`config.mk`:
```
export PLATFORM = sky130hd
export DESIGN_NAME = port_timer_regs
export DESIGN_NICKNAME = d
export VERILOG_FILES = /design/src/rtl/port_timer_pkg.sv /design/src/rtl/ptr_ctrl.sv /design/src/rtl/ptr_timer.sv /design/src/rtl/ptr_datapath.sv /design/src/rtl/port_timer_regs.sv
export SDC_FILE = /design/constraint.sdc
export NUM_CORES = 1
export LEC_CHECK = 0
export ABC_AREA = 1
export BUFFER_PORTS_ARGS = -buffer_cell sky130_fd_sc_hd__buf_4
export CAP_MARGIN = 20
export CORE_MARGIN = 2
export CORE_UTILIZATION = 40
export DETAILED_ROUTE_END_ITERATION = 10
export PLACE_DENSITY_LB_ADDON = 0.08
export SYNTH_ARGS = -nofsm -noshare
export SYNTH_HDL_FRONTEND = slang
export SYNTH_SLANG_ARGS = --single-unit
export TNS_END_PERCENT = 10
```
`constraint.sdc`:
```
create_clock -name clk -period 1.5 [get_ports clk]
set_input_delay 0.075 -clock clk [delete_from_list [all_inputs] [get_ports clk]]
set_output_delay 0.075 -clock clk [all_outputs]
set_load 0.02 [all_outputs]
```
`src/rtl/port_timer_pkg.sv`:
```
package port_timer_pkg;
  localparam int DATA_W = 8;
  localparam int ADDR_W = 4;

  typedef enum logic [ADDR_W-1:0] {
    REG_PORTB    = 4'h0,
    REG_PORTA    = 4'h1,
    REG_DIRB     = 4'h2,
    REG_DIRA     = 4'h3,
    REG_T1_CNTLO = 4'h4,
    REG_T1_CNTHI = 4'h5,
    REG_T1_LATLO = 4'h6,
    REG_T1_LATHI = 4'h7,
    REG_T2_CNTLO = 4'h8,
    REG_T2_CNTHI = 4'h9,
    REG_SHIFT    = 4'hA,
    REG_AUXCTL   = 4'hB,
    REG_PERCTL   = 4'hC,
    REG_FLAGS    = 4'hD,
    REG_MASK     = 4'hE,
    REG_PORTA_NH = 4'hF
  } regAddr_e;

  typedef struct packed {
    logic wrPortB;
    logic wrPortA;
    logic wrDirB;
    logic wrDirA;
    logic wrT1Lo;
    logic wrT1HiLoad;
    logic wrT1HiLatch;
    logic wrT2Lo;
    logic wrT2HiLoad;
    logic wrAux;
    logic wrPer;
    logic wrFlags;
    logic wrMask;
    logic rdValid;
    regAddr_e rdSel;
  } ctrlStrobe_t;
endpackage

```
`src/rtl/ptr_ctrl.sv`:
```
module ptr_ctrl
  import port_timer_pkg::*;
(
  input  logic [ADDR_W-1:0] regAddr,
  input  logic              wrEn,
  input  logic              rdEn,
  output ctrlStrobe_t       stb
);
  regAddr_e addrE;
  assign addrE = regAddr_e'(regAddr);

  always_comb begin
    stb = '0;
    stb.rdValid = rdEn;
    stb.rdSel = addrE;
    if (wrEn) begin
      unique case (addrE)
        REG_PORTB:    stb.wrPortB = 1'b1;
        REG_PORTA:    stb.wrPortA = 1'b1;
        REG_DIRB:     stb.wrDirB = 1'b1;
        REG_DIRA:     stb.wrDirA = 1'b1;
        REG_T1_CNTLO,
        REG_T1_LATLO: stb.wrT1Lo = 1'b1;
        REG_T1_CNTHI: stb.wrT1HiLoad = 1'b1;
        REG_T1_LATHI: stb.wrT1HiLatch = 1'b1;
        REG_T2_CNTLO: stb.wrT2Lo = 1'b1;
        REG_T2_CNTHI: stb.wrT2HiLoad = 1'b1;
        REG_AUXCTL:   stb.wrAux = 1'b1;
        REG_PERCTL:   stb.wrPer = 1'b1;
        REG_FLAGS:    stb.wrFlags = 1'b1;
        REG_MASK:     stb.wrMask = 1'b1;
        default: ;
      endcase
    end
  end
endmodule

```
`src/rtl/ptr_timer.sv`:
```
module ptr_timer #(
  parameter int BYTE_W = 8,
  parameter bit HAS_FREE_RUN = 1'b1
) (
  input  logic                clk,
  input  logic                rstN,
  input  logic                wrLo,
  input  logic                wrHiLatch,
  input  logic                wrHiLoad,
  input  logic [BYTE_W-1:0]   wrByte,
  input  logic                freeRun,
  output logic [2*BYTE_W-1:0] cnt,
  output logic [2*BYTE_W-1:0] latch,
  output logic                expire
);
  localparam int W = 2 * BYTE_W;
  logic running;
  logic reloadEn;

  assign reloadEn = HAS_FREE_RUN && freeRun;
  assign expire = running && (cnt <= W'(1));

  always_ff @(posedge clk) begin
    if (!rstN) begin
      cnt <= '0;
      latch <= '0;
      running <= 1'b0;
    end else begin
      if (wrLo) latch[BYTE_W-1:0] <= wrByte;
      if (wrHiLatch || wrHiLoad) latch[W-1:BYTE_W] <= wrByte;
      if (wrHiLoad) begin
        cnt <= {wrByte, latch[BYTE_W-1:0]};
        running <= 1'b1;
      end else if (running) begin
        if (cnt <= W'(1)) begin
          if (reloadEn) begin
            cnt <= latch;
          end else begin
            cnt <= '0;
            running <= 1'b0;
          end
        end else begin
          cnt <= cnt - W'(1);
        end
      end
    end
  end

  assert_load_R3: assert property (@(posedge clk) disable iff (!rstN)
    wrHiLoad |=> cnt == {$past(wrByte), $past(latch[BYTE_W-1:0])});
  assert_count_R10: assert property (@(posedge clk) disable iff (!rstN)
    (running && !wrHiLoad && cnt > W'(1)) |=> cnt == $past(cnt) - W'(1));
  assert_lo_hold_R2: assert property (@(posedge clk) disable iff (!rstN)
    (wrLo && !wrHiLoad && !running) |=> $stable(cnt));
endmodule

```
`src/rtl/ptr_datapath.sv`:
```
module ptr_datapath
  import port_timer_pkg::*;
(
  input  logic              clk,
  input  logic              rstN,
  input  ctrlStrobe_t       stb,
  input  logic [DATA_W-1:0] wrData,
  output logic [DATA_W-1:0] rdData,
  output logic [DATA_W-1:0] portA,
  output logic [DATA_W-1:0] portB,
  output logic [DATA_W-1:0] dirA,
  output logic [DATA_W-1:0] dirB,
  output logic              irq
);
  localparam int NUM_TMR = 2;
  localparam int TMR_W = 2 * DATA_W;
  localparam int FLAG_W = DATA_W - 1;
  localparam int T1_BIT = 6;
  localparam int T2_BIT = 5;

  logic [DATA_W-1:0] auxCtl, perCtl;
  logic [FLAG_W-1:0] flags, mask, flagSet;
  logic [TMR_W-1:0]  tCnt [NUM_TMR];
  logic [TMR_W-1:0]  tLatch [NUM_TMR];
  logic [NUM_TMR-1:0] tExpire, tWrLo, tWrHiLoad, tWrHiLatch;
  logic irqLevel;

  assign tWrLo      = {stb.wrT2Lo, stb.wrT1Lo};
  assign tWrHiLoad  = {stb.wrT2HiLoad, stb.wrT1HiLoad};
  assign tWrHiLatch = {1'b0, stb.wrT1HiLatch};

  generate
    for (genvar gi = 0; gi < NUM_TMR; gi++) begin : gTimer
      ptr_timer #(.BYTE_W(DATA_W), .HAS_FREE_RUN(gi == 0)) timer_i (
        .clk(clk),
        .rstN(rstN),
        .wrLo(tWrLo[gi]),
        .wrHiLatch(tWrHiLatch[gi]),
        .wrHiLoad(tWrHiLoad[gi]),
        .wrByte(wrData),
        .freeRun(auxCtl[6]),
        .cnt(tCnt[gi]),
        .latch(tLatch[gi]),
        .expire(tExpire[gi])
      );
    end
  endgenerate

  always_comb begin
    flagSet = '0;
    flagSet[T1_BIT] = tExpire[0];
    flagSet[T2_BIT] = tExpire[1];
  end

  always_ff @(posedge clk) begin
    if (!rstN) begin
      portA <= '0;
      portB <= '0;
      dirA <= '0;
      dirB <= '0;
      auxCtl <= 8'h20;
      perCtl <= 8'hB0;
      flags <= '0;
      mask <= 7'h10;
    end else begin
      if (stb.wrPortB) portB <= wrData & dirB;
      if (stb.wrPortA) portA <= wrData & dirA;
      if (stb.wrDirB) dirB <= wrData;
      if (stb.wrDirA) dirA <= wrData;
      if (stb.wrAux) auxCtl <= wrData;
      if (stb.wrPer) perCtl <= wrData;
      if (stb.wrFlags) flags <= (flags & ~wrData[FLAG_W-1:0]) | flagSet;
      else flags <= flags | flagSet;
      if (stb.wrMask) begin
        if (wrData[DATA_W-1]) mask <= mask | wrData[FLAG_W-1:0];
        else mask <= mask & ~wrData[FLAG_W-1:0];
      end
    end
  end

  assign irqLevel = |(flags & mask);
  assign irq = irqLevel;

  always_comb begin
    rdData = '0;
    if (stb.rdValid) begin
      unique case (stb.rdSel)
        REG_PORTB:    rdData = portB;
        REG_PORTA,
        REG_PORTA_NH: rdData = portA;
        REG_DIRB:     rdData = dirB;
        REG_DIRA:     rdData = dirA;
        REG_T1_CNTLO: rdData = tCnt[0][DATA_W-1:0];
        REG_T1_CNTHI: rdData = tCnt[0][TMR_W-1:DATA_W];
        REG_T1_LATLO: rdData = tLatch[0][DATA_W-1:0];
        REG_T1_LATHI: rdData = tLatch[0][TMR_W-1:DATA_W];
        REG_T2_CNTLO: rdData = tCnt[1][DATA_W-1:0];
        REG_T2_CNTHI: rdData = tCnt[1][TMR_W-1:DATA_W];
        REG_SHIFT:    rdData = '1;
        REG_AUXCTL:   rdData = auxCtl;
        REG_PERCTL:   rdData = perCtl;
        REG_FLAGS:    rdData = {irqLevel, flags};
        REG_MASK:     rdData = {1'b1, mask};
        default:      rdData = '0;
      endcase
    end
  end

  assert_mask_R1: assert property (@(posedge clk) disable iff (!rstN)
    stb.wrPortB |=> (portB & ~$past(dirB)) == '0);
  assert_flag_clear_R6: assert property (@(posedge clk) disable iff (!rstN)
    (stb.wrFlags && wrData[T2_BIT] && !tExpire[1]) |=> !flags[T2_BIT]);
  assert_set_wins_R13: assert property (@(posedge clk) disable iff (!rstN)
    tExpire[0] |=> flags[T1_BIT]);
  assert_mask_set_R7: assert property (@(posedge clk) disable iff (!rstN)
    (stb.wrMask && wrData[DATA_W-1]) |=>
      (mask & $past(wrData[FLAG_W-1:0])) == $past(wrData[FLAG_W-1:0]));
endmodule

```
`src/rtl/port_timer_regs.sv`:
```
module port_timer_regs
  import port_timer_pkg::*;
(
  input  logic              clk,
  input  logic              rstN,
  input  logic [ADDR_W-1:0] regAddr,
  input  logic              wrEn,
  input  logic              rdEn,
  input  logic [DATA_W-1:0] wrData,
  output logic [DATA_W-1:0] rdData,
  output logic [DATA_W-1:0] portA,
  output logic [DATA_W-1:0] portB,
  output logic [DATA_W-1:0] dirA,
  output logic [DATA_W-1:0] dirB,
  output logic              irq
);
  ctrlStrobe_t stb;

  ptr_ctrl ctrl_i (
    .regAddr(regAddr),
    .wrEn(wrEn),
    .rdEn(rdEn),
    .stb(stb)
  );

  ptr_datapath dp_i (
    .clk(clk),
    .rstN(rstN),
    .stb(stb),
    .wrData(wrData),
    .rdData(rdData),
    .portA(portA),
    .portB(portB),
    .dirA(dirA),
    .dirB(dirB),
    .irq(irq)
  );
endmodule

```
==> summary.txt, run 1 <==
Drt
  • Final wirelength: 24.5 mm
  • Antenna viol nets, final: 0
  • Starting DRC count in detailed routing: 575
  • DRT Pass-1 Iters: 6
  • DRC: 0
  • Vias post-DR: 7255
  • Average wire per standard cell: 17.6 µm
  • Avg Vias per Cell: 5.19

Timing
  • Fin Clk Skew: 0.00935 ns
  • Max-slew headroom: 0.626
  • RSZ-0062 raised after global routing: yes
  • Final worst-path cycle share: 1.12
  • Endpoints failing hold: 0
  • Max-slew violation count: 0
  • Worst setup margin: -0.174 ns
  • Hold slack: 0.0185 ns
  • Tmin final: 1.67 ns
  • Achievable frequency: between 0.5 and 0.6 GHz
  • Setup violations, final: 19
  • Slew @ Worst Pin: 0.560 ns

Synth
  • Synth area leader: dfxtp_1
  • Number of synthesized flops with an enable pin: 0
  • Synthesized netlist net count: between 1k and 1.5k
  • Synth top area cells: dfxtp_1 37%, nand2_1 13%, a21oi_1 8.7%
  • Avg Cell Area, Syn: 6.48 µm²
  • Post-Syn Instances: 1002
  • Ys async rst share: 0
  • Mapped cell area: 6500 µm²
  • Yosys cell types: 35
  • Yosys reg bits: 120
  • Yosys top cell area share: 0.370
  • YS warnings: 0
  • Sequential-to-total area share from yosys stat: 0.370
  • Ys flop type: dfxtp_1

Die
  • DIE WIDTH: 131 µm
  • Row cnt: 46
  • Core ar.: approximately 16000 µm²
  • IO Pins: 57
  • Initial Util: 0.409
  • Die area: 17300 µm²
  • Die Y: 131 µm

Critical path
  • Crit-path max FO: 4
  • Delay-heaviest family, CP: simple AND/OR/NAND/NOR gates
  • Setup crit end kind: output pin
  • Slowest CP cell: dfxtp_2
  • Worst r2r src: dp_i.gTimer[0].timer_i.cnt[0]$_SDFFE_PN0P_
  • CP required: 1.42 ns
  • Crit-path max cell delay: 0.32 ns
  • Reg2reg path depth: 13
  • Crit path cell chain: buf_6 > inv_4 > nor2_4 > nor3_4 > nand3_2 > nor2_1 > nor2_1 > buf_4
  • Crit path kind: flip-flop to output pin
  • Crit-path most repeated cell: nor2_1
  • Reg2Reg Capture Point: dp_i.gTimer[0].timer_i.cnt[12]$_SDFFE_PN0P_
  • Critical Path AT: 1.60 ns
  • Crit path buffers/inverters: 3
  • R2R Setup Slk: -0.05 ns
  • Nature of the critical path startpoint: flip-flop

GRT
  • Overall Global Routing Usage: 0.284
  • Number of global-route vias before repair: 6879
  • Pin count of the biggest net entering global routing: 51
  • First-pass GRT wire length: 37.9 mm
  • GR Util met2: 0.472
  • Total grt overflow: 0
  • Met1 global-route usage: 0.370
  • Busiest grt layer: met2
  • Met3 Usage GRT: 0.0421
  • Initial antenna violation count: 0

Power
  • Peak VDD IR: 0.782 mV
  • Power share of the combinational group: 0.159
  • Int Power: 0.00681 W
  • Clock share of power: 0.486
  • Reg power frac: 0.355
  • Sw frac: 0.267
  • Leakage: 4.10 nW
  • Cell Pwr Density: a little over 1000 nW/µm²
  • Sw Pwr: 0.00248 W

Place
  • Dpl cells: between 1k and 1.5k
  • Port Buf Inserts: between 50 and 60
  • Routability congestion estimate from global placement: 0.971
  • Post-DP HPWL: about 18 mm

Clocking
  • CTS root buf: clkbuf_16
  • H-tree Lvls: 4
  • Clk slew on worst S/H paths: 0.06 ns
  • Num CTS Buffers: 17
  • Worst skew pair latency: roughly 0.42 ns
  • CTS sink cnt: 120
  • CTS tree: built
  • CTS max path bufs: 2

Outcome
  • Outcome: finished, violations left
  • Failing checks: setup timing

Worst hold path
  • Hold path start: wrEn
  • Worst hold path class: input port to flip-flop
  • Hold EP: dp_i.dirB[2]$_SDFFE_PN0P_
  • Hold depth: 3

Layout
  • Final net count: 1190
  • Most frequent cells in the layout: 204 x nand2_1, 166 x buf_4, 113 x inv_1, 105 x a21oi_1, 99 x dfxtp_1
  • P&R area growth vs syn: 39.5%
  • # diodes: 0
  • Layout cells sized above 1: 0.291
  • Finished Layout Cells: 1398
  • Commonest non-fill, non-tap cell in the layout: nand2_1
  • Fillers: ~1.6k

Run
  • Max-Cap Viols: 0
## kinds of logic (layout without fill, tap and decap cells)
logic type / count (synthesis) / count (layout) / share of synthesized area
AO/OA/AOI/OAI: 278 / 278 / 0.230
XOR/XNOR: 14 / 14 / 0.0189
adder cells (fa/ha/maj): 4 / 4 / 0.00770
buffers and inverters: 178 / 358 / 0.110
flip-flops: 120 / 120 / 0.370
AND/OR/NAND/NOR: 408 / 408 / 0.264
## sequential cells by signal (all words and copies together) (netlist names), named ones only
| name | cells |
|---|---|
| dp_i.perCtl | 8 |
| dp_i.flags | 7 |
| dp_i.gTimer.timer_i.cnt | 32 |
| dp_i.dirA | 8 |
| dp_i.portA | 8 |
| dp_i.gTimer.timer_i.latch | 24 |
| dp_i.portB | 8 |
| dp_i.auxCtl | 8 |
| dp_i.gTimer.timer_i.running | 2 |
| dp_i.dirB | 8 |
## per-layer routing
layer | routed length, µm | share of wire
met5 | 0 | 0
met4 | 831 | 0.034
met3 | 1200 | 0.049
met2 | 11600 | 0.47
met1 | 10900 | 0.44
## synthesized netlist by cell type, types with 8 or more instances
library cell / count
o211ai_1: 10
nand3_1: 50
a21oi_1: 113
o21ai_0: 111
inv_1: 141
o22ai_1: 25
dfxtp_1: 120
nand2_1: 217
buf_2: 10
nand3b_1: 8
clkbuf_1: 17
xor2_1: 12
nor2_1: 108
## repair_timing
item	in CTS	in global routing
hold buffers	3	0
pin swaps	19	27
hold endpoints to repair	7	0
gates resized for setup	80	86
endpoints found under the setup margin	39	41
buffers inserted	5	4
## layout make-up
class,instances,area [µm²],area share
clock buffers,19,443,0.0489
clock inverters,12,200,0.0221
inverters,145,557,0.0614
multi-input cells,704,3720,0.411
flip-flops and latches,120,2430,0.268
well taps,216,270,0.0298
repair buffers,182,1440,0.159
## power groups by stage
stage / logic [W] / clock network (W) / registers [W]
after floorplan: 0.000723 / 0 / 0.00337
after global placement: 0.00130 / 0 / 0.00336
after detailed placement: 0.00129 / 0 / 0.00336
after CTS: 0.00136 / 0.00454 / 0.00330
after global routing: 0.00161 / 0.00469 / 0.00331
final: 0.00147 / 0.00451 / 0.00330
## how the worst max path moves through the flow
stage | startpoint | to | slack (ns) | depth (start not counted)
after floorplan | dp_i.gTimer[0].timer_i.cnt[0]$_SDFFE_PN0P_ | dp_i.gTimer[0].timer_i.cnt[2]$_SDFFE_PN0P_ | -0.004 | 12
after global placement | dp_i.gTimer[0].timer_i.cnt[1]$_SDFFE_PN0P_ | dp_i.gTimer[0].timer_i.cnt[4]$_SDFFE_PN0P_ | -0.15 | 13
after detailed placement | regAddr[0] | rdData[2] | -0.20 | 10
after CTS | dp_i.flags[5]$_SDFF_PN0_ | rdData[7] | -0.23 | 9
after global routing | dp_i.gTimer[1].timer_i.cnt[2]$_SDFFE_PN0P_ | rdData[2] | -0.26 | 8
final | dp_i.gTimer[0].timer_i.cnt[10]$_SDFFE_PN0P_ | rdData[2] | -0.17 | 8
## through the flow
step / instance area [µm²] / util / power [W] / setup WS [ns] / TNS, ns
after CTS: 8800 / 0.554 / 0.00920 / -0.232 / -2.35
after global routing: 9060 / 0.570 / 0.00961 / -0.257 / -3.76
after floorplan: 6500 / - / 0.00409 / -0.00394 / -0.0149
after global placement: 7910 / 0.498 / 0.00466 / -0.146 / -3.25
after detailed placement: 7910 / 0.498 / 0.00466 / -0.201 / -4.02
final: 9060 / 0.570 / 0.00929 / -0.174 / -1.35
## worst register-to-register path: cells and delay by family, from the launching register on
| family | cells | cell delay (ns) |
|---|---|---|
| AO/OA/AOI/OAI | 1 | 0.11 |
| adder cells (fa/ha/maj) | 1 | 0.14 |
| buffers and inverters | 3 | 0.21 |
| flip-flops | 1 | 0.33 |
| AND/OR/NAND/NOR | 8 | 0.70 |
Power figures use the tool's default switching activity.
==> run 2: changes to the inputs <==
--- a/config.mk
+++ b/config.mk
@@ -11,3 +11,3 @@
 export CORE_MARGIN = 2
-export CORE_UTILIZATION = 40
+export CORE_UTILIZATION = 54
 export DETAILED_ROUTE_END_ITERATION = 10
==> constraint.sdc (replaced) <==
create_clock -name clk -period 1.5 [get_ports clk]
set_input_delay 0.3 -clock clk [delete_from_list [all_inputs] [get_ports clk]]
set_output_delay 0.3 -clock clk [all_outputs]
set_load 0.02 [all_outputs]
==> summary.txt, run 2 (same netlist as run 1, synthesis figures left out) <==
Critical path
  • Crit-path max FO: 8 (+4)
  • R2R Setup Slk: -0.14 ns (-0.09 ns)
  • Reg2reg path depth: 12 (-1)
  • Crit path kind: input port to output pin
  • Reg2Reg Capture Point: dp_i.gTimer[0].timer_i.cnt[0]$_SDFFE_PN0P_
  • Worst r2r src: dp_i.gTimer[0].timer_i.cnt[1]$_SDFFE_PN0P_
  • CP required: 1.20 ns (-0.22 ns)
  • Nature of the critical path startpoint: input port
  • Setup crit end kind: output pin
  • Critical Path AT: 1.64 ns (+0.04 ns)
  • Critical Path Start: regAddr[1]

Clocking
  • CTS Hold Bufs: 0 (-3)
  • CTS tree: built
  • CTS sink cnt: 120 (unchanged)
  • H-tree Lvls: 4 (unchanged)
  • CTS max path bufs: 2 (unchanged)
  • Clk slew on worst S/H paths: 0.06 ns (about the same)
  • Num CTS Buffers: 17 (unchanged)
  • Worst skew pair latency: 0.42 ns (about the same)
  • CTS root buf: clkbuf_16

Power
  • Cell Pwr Density: 990 nW/µm² (-3.4%)
  • Peak VDD IR: 0.735 mV (-6.1%)
  • Leakage: 4.29 nW (+4.5%)

Drt
  • DRC: 0 (unchanged)
  • Final wirelength: 25.4 mm (+3.7%)
  • Avg Vias per Cell: 5.69 (+9.6%)
  • Average wire per standard cell: 18.8 µm (+7.1%)
  • Vias post-DR: 7698 (+6.1%)
  • Antenna viol nets, final: 0 (unchanged)
  • Starting DRC count in detailed routing: 865 (+50%)
  • DRT Pass-1 Iters: 9 (+3)

GRT
  • Initial antenna violation count: 0 (unchanged)
  • First-pass GRT wire length: 38.1 mm (+0.42%)
  • Total grt overflow: 0 (unchanged)
  • Number of global-route vias before repair: 7113 (+3.4%)
  • Pin count of the biggest net entering global routing: 36 (-29%)
  • Overall Global Routing Usage: 0.386 (+0.102)

Run
  • Max-Cap Viols: 0 (unchanged)

Die
  • Core ar.: 11900 µm² (-25%)
  • IO Pins: 57 (unchanged)
  • DIE WIDTH: 114 µm (-14%)
  • Die area: 12900 µm² (-25%)
  • Initial Util: 0.548 (+0.139)
  • Row cnt: 40 (-13%)
  • Die Y: 114 µm (-14%)

Timing
  • Tmin final: 1.94 ns (+0.261 ns)
  • RSZ-0062 raised after global routing: yes
  • Final TNS setup: -4.58 ns (-3.23 ns)
  • Hold slack: 0.185 ns (+0.166 ns)
  • Fin Clk Skew: 0.00491 ns (-0.00443 ns)
  • Final worst-path cycle share: 1.29 (+0.174)
  • Max-slew violation count: 0 (unchanged)
  • Endpoints failing hold: 0 (unchanged)
  • Achievable frequency: 0.517 GHz (-13%)
  • Worst setup margin: -0.435 ns (-0.261 ns)
  • Setup violations, final: 27 (+8)
  • Slew @ Worst Pin: 0.390 ns (-0.170 ns)
  • Max-slew headroom: 0.739 (+0.113)

Layout
  • Most frequent cells in the layout: 193 x nand2_1, 185 x buf_4, 111 x inv_1, 107 x a21oi_1, 102 x dfxtp_1
  • P&R area growth vs syn: 42.9%
  • Post-Route Utilization: 0.783 (+0.213)
  • Largest Register: dp_i.gTimer.timer_i.cnt
  • # diodes: 0 (unchanged)
  • Registers with the most flip-flops: dp_i.gTimer.timer_i.cnt (32), dp_i.gTimer.timer_i.latch (24)
  • FF+latch area: 2430 µm² (about the same)
  • Commonest non-fill, non-tap cell in the layout: nand2_1
  • Layout cells sized above 1: 0.327 (+0.0357)
  • Max FFs per register: 32 (unchanged)
  • Final net count: 1214 (+2.0%)
  • Final Cell Area: 9290 µm² (+2.5%)
  • Fillers: 914 (-44%)
  • Multi-input logic area: 3840 µm² (+3.1%)

Place
  • Placement-stage cell area: 8050 µm² (+1.8%)
  • Routability congestion estimate from global placement: 1.00 (+3.1%)
  • Post-DP HPWL: 17.8 mm (-2.2%)
  • Pre-CTS setup slack: -0.518 ns (-0.317 ns)
  • Port Buf Inserts: 56 (unchanged)

Worst hold path
  • Hold path start: rstN
  • Hold EP: dp_i.auxCtl[5]$_SDFFE_PN1P_
  • Hold depth: 2 (-1)
  • Worst hold path class: input port to flip-flop

Outcome
  • Outcome: finished, violations left
  • Failing checks: setup timing
run 2: stage by stage:
step | std cells | power, W
6_report | 1353 | 0.00919
5_1_grt | 1353 | 0.00944
4_1_cts | 1342 | 0.00902
3_5_place_dp | 1310 | 0.00467
3_3_place_gp | 1310 | 0.00466
2_1_floorplan | 1002 | 0.00410
run 2: timing repair:
item / 4_1_cts / 5_1_grt
endpoints found under the setup margin: 41 / 42
pin swaps: 22 / 34
gates cloned: 0 / 0
gates resized for setup: 87 / 107
setup buffers: 1 / 12
run 2: how the worst max path moves through the flow:
stage          depth (start not counted)  slack [ns]        end
2_1_floorplan                          8       -0.04  rdData[7]
3_3_place_gp                           9       -0.55  rdData[3]
3_5_place_dp                          10       -0.52  rdData[3]
4_1_cts                                9       -0.39  rdData[7]
5_1_grt                               11       -0.48  rdData[4]
6_report                               9       -0.44  rdData[4]
run 2: power breakdown:
group	switching, W	internal [W]
combinational	0.000929	0.000594
sequential	0.0000513	0.00325
clock	0.00147	0.00290
total	0.00245	0.00674
run 2: area by class of cell:
class                           instances  share of cell area
Inverter                              145              0.0597
Clock buffer                           23              0.0515
Clock inverter                          8              0.0155
Multi-Input combinational cell        704               0.413
Timing Repair Buffer                  206               0.179
Tap cell                              147              0.0198
Sequential cell                       120               0.262
run 2: routing by layer:
layer / vias to the layer above / GRT usage / part of all wire
met5: - / 0 / 0
met4: 0 / 0.207 / 0.048
met3: 112 / 0.0733 / 0.087
met2: 391 / 0.620 / 0.46
met1: 3524 / 0.492 / 0.40
li1: 3671 / - / -
run 2: critical path, stage by stage:
cell,delay [ns]
buf_4,0.14
buf_4,0.16
nor2_4,0.18
nand2_4,0.14
o21ai_2,0.19
nor3_2,0.08
buf_4,0.14
a21oi_2,0.16
buf_6,0.14
==> run 3: changes to the inputs <==
Settings changed: ABC_CLOCK_PERIOD_IN_PS set to 1500, GPL_TIMING_DRIVEN set to 0, PLACE_DENSITY set to 0.78, PLACE_DENSITY_LB_ADDON 0.08 to not set.
==> summary.txt, run 3 (same netlist as run 1, synthesis figures left out) <==
Layout
  • P&R area growth vs syn: 30.8%
  • Final net count: 1122 (-7.6%)
  • Commonest non-fill, non-tap cell in the layout: nand2_1
  • Fillers: 1016 (+11%)
  • Registers with the most flip-flops: dp_i.gTimer.timer_i.cnt (32), dp_i.gTimer.timer_i.latch (24)
  • Max FFs per register: 32 (unchanged)
  • Largest Register: dp_i.gTimer.timer_i.cnt
  • # diodes: 0 (unchanged)
  • Most frequent cells in the layout: 189 x nand2_1, 107 x a21oi_1, 106 x inv_1, 92 x o21ai_0, 85 x dfxtp_1
  • Layout cells sized above 1: 0.283 (-0.0442)

Timing
  • Tmin final: 1.89 ns (-0.0424 ns)
  • Fin Clk Skew: 0.00899 ns (+0.00407 ns)
  • Max-slew violation count: 0 (unchanged)
  • Final worst-path cycle share: 1.26 (-0.0283)
  • Endpoints failing hold: 0 (unchanged)
  • Hold slack: 0.230 ns (+0.0454 ns)
  • Slew @ Worst Pin: 0.969 ns (+0.579 ns)
  • Final TNS setup: -4.66 ns (-0.0873 ns)
  • Achievable frequency: 0.528 GHz (+2.2%)
  • Max-slew headroom: 0.354 (-0.386)
  • Worst setup margin: -0.393 ns (+0.0424 ns)
  • RSZ-0062 raised after global routing: yes
  • Setup violations, final: 29 (+7.4%)

Clocking
  • CTS tree: built
  • Worst skew pair latency: 0.43 ns (about the same)
  • Num CTS Buffers: 17 (unchanged)
  • CTS max path bufs: 2 (unchanged)
  • CTS sink cnt: 120 (unchanged)
  • Clk slew on worst S/H paths: 0.06 ns (about the same)
  • CTS Hold Bufs: 0 (unchanged)
  • CTS root buf: clkbuf_16
  • H-tree Lvls: 4 (unchanged)

Critical path
  • CP required: 1.20 ns (about the same)
  • Crit path kind: input port to output pin
  • Crit-path most repeated cell: buf_4
  • Nature of the critical path startpoint: input port
  • Delay-heaviest family, CP: simple AND/OR/NAND/NOR gates
  • Crit path buffers/inverters: 4 (unchanged)
  • Crit-path max FO: 6 (-2)
  • Slowest CP cell: nor2_4
  • Crit path cell chain: buf_6 > inv_4 > nor2_4 > nand2_4 > buf_4 > o2111ai_2 > nor2_1 > nor2_2 > buf_4
  • Setup crit end kind: output pin
  • Critical Path AT: 1.59 ns (-0.05 ns)
  • Crit-path max cell delay: 0.25 ns (+0.06 ns)

Power
  • Reg power frac: 0.388 (+0.029)
  • Pwr Total: 0.00852 W (-7.3%)
  • Clock share of power: 0.455 (-0.020)
  • Int Power: 0.00595 W (-12%)
  • Peak VDD IR: 1.01 mV (+37%)
  • Sw Pwr: 0.00257 W (+4.7%)
  • Leakage: 3.77 nW (-12%)
  • Sw frac: 0.301 (+0.0345)
  • Power share of the combinational group: 0.157 (-0.009)
  • Cell Pwr Density: 1000 nW/µm² (+1.2%)

Drt
  • Vias post-DR: 7320 (-4.9%)
  • DRC: 0 (unchanged)
  • Final wirelength: 24.5 mm (-3.7%)
  • Avg Vias per Cell: 5.80 (+1.9%)
  • Starting DRC count in detailed routing: 899 (+3.9%)
  • DRT Pass-1 Iters: 6 (-3)
  • Antenna viol nets, final: 0 (unchanged)
  • Average wire per standard cell: 19.4 µm (+3.3%)

Place
  • Post-DP HPWL: 17.3 mm (-3.0%)
  • Port Buf Inserts: 54 (-3.6%)
  • Routability congestion estimate from global placement: 1.05 (+4.6%)

GRT
  • Overall Global Routing Usage: 0.382 (-0.00416)
  • First-pass GRT wire length: 37.2 mm (-2.4%)
  • Initial antenna violation count: 0 (unchanged)
  • Number of global-route vias before repair: 6822 (-4.1%)
  • Total grt overflow: 0 (unchanged)
  • Pin count of the biggest net entering global routing: 17 (-53%)

Outcome
  • Failing checks: setup timing
  • Outcome: finished, violations left

Die
  • DIE WIDTH: 114 µm (unchanged)
  • Initial Util: 0.548 (unchanged)
  • IO Pins: 57 (unchanged)
  • Die Y: 114 µm (unchanged)
  • Die area: 12900 µm² (unchanged)
  • Row cnt: 40 (unchanged)
  • Core ar.: 11900 µm² (unchanged)

Run
  • Max-Cap Viols: 0 (unchanged)

Worst hold path
  • Worst hold path class: input port to flip-flop
-- run 3: worst register-to-register path: stages (launching register included) --
cell     delay [ns]
dfxtp_2        0.34
inv_4          0.08
ha_1           0.14
inv_1          0.06
nand2_4        0.08
nand2_2        0.06
nor2_4         0.12
nand2_4        0.11
nand2_4        0.10
buf_6          0.14
nand3_1        0.08
nand2_1        0.08
nand2_1        0.05
a21oi_1        0.11
-- run 3: final cells by class --
cell class,instances,area (µm²),area share
Clock buffer,18,429,0.0505
Clock inverter,14,125,0.0147
Inverter,145,562,0.0661
Timing Repair Buffer,81,657,0.0773
Buffer,33,185,0.0218
Tap cell,147,184,0.0216
Multi-Input combinational cell,704,3900,0.459
Sequential cell,120,2460,0.289
-- run 3: path summary, 6_finish.rpt --
| path | startpoint | end | slack, ns | depth (start not counted) |
|---|---|---|---|---|
| hold reg to reg | dp_i.gTimer[1].timer_i.latch[2]$_SDFFE_PN0P_ | dp_i.gTimer[1].timer_i.latch[2]$_SDFFE_PN0P_ | 0.47 | 2 |
| setup / recovery | regAddr[2] | rdData[2] | -0.39 | 9 |
| hold / removal | wrData[1] | dp_i.portB[1]$_SDFFE_PN0P_ | 0.23 | 3 |
| setup reg to reg | dp_i.gTimer[0].timer_i.cnt[1]$_SDFFE_PN0P_ | dp_i.gTimer[0].timer_i.cnt[13]$_SDFFE_PN0P_ | -0.13 | 13 |
-- run 3: timing repair --
item / in CTS / in global routing
setup endpoints to repair: 43 / 43
endpoints found under the hold margin: 0 / 0
buffers inserted: 15 / 12
resized for setup: 167 / 77
pin swaps: 34 / 19
-- run 3: layer usage --
metal	vias up	track usage	part of all wire
li1	3487	-	-
met1	3348	0.484	0.39
met2	404	0.596	0.46
met3	81	0.0962	0.10
met4	0	0.212	0.051
met5	-	0	0
-- run 3: power groups by stage --
stage	Sequential (W)	Combinational, W	Clock [W]
after floorplan	0.00337	0.000731	0
after global placement	0.00337	0.00110	0
after detailed placement	0.00337	0.00110	0
after CTS	0.00330	0.00123	0.00387
after global routing	0.00331	0.00144	0.00402
final	0.00331	0.00133	0.00388
-- run 3: metrics by stage --
stage	util	instance area (µm²)	instances	setup slack, ns
global placement	0.600	7120	1203	-0.813
detailed placement	0.600	7120	1203	-0.789
finish	0.717	8500	1262	-0.393
CTS	0.692	8210	1250	-0.359
global route	0.717	8500	1262	-0.437
floorplan	-	6530	1002	-0.0374
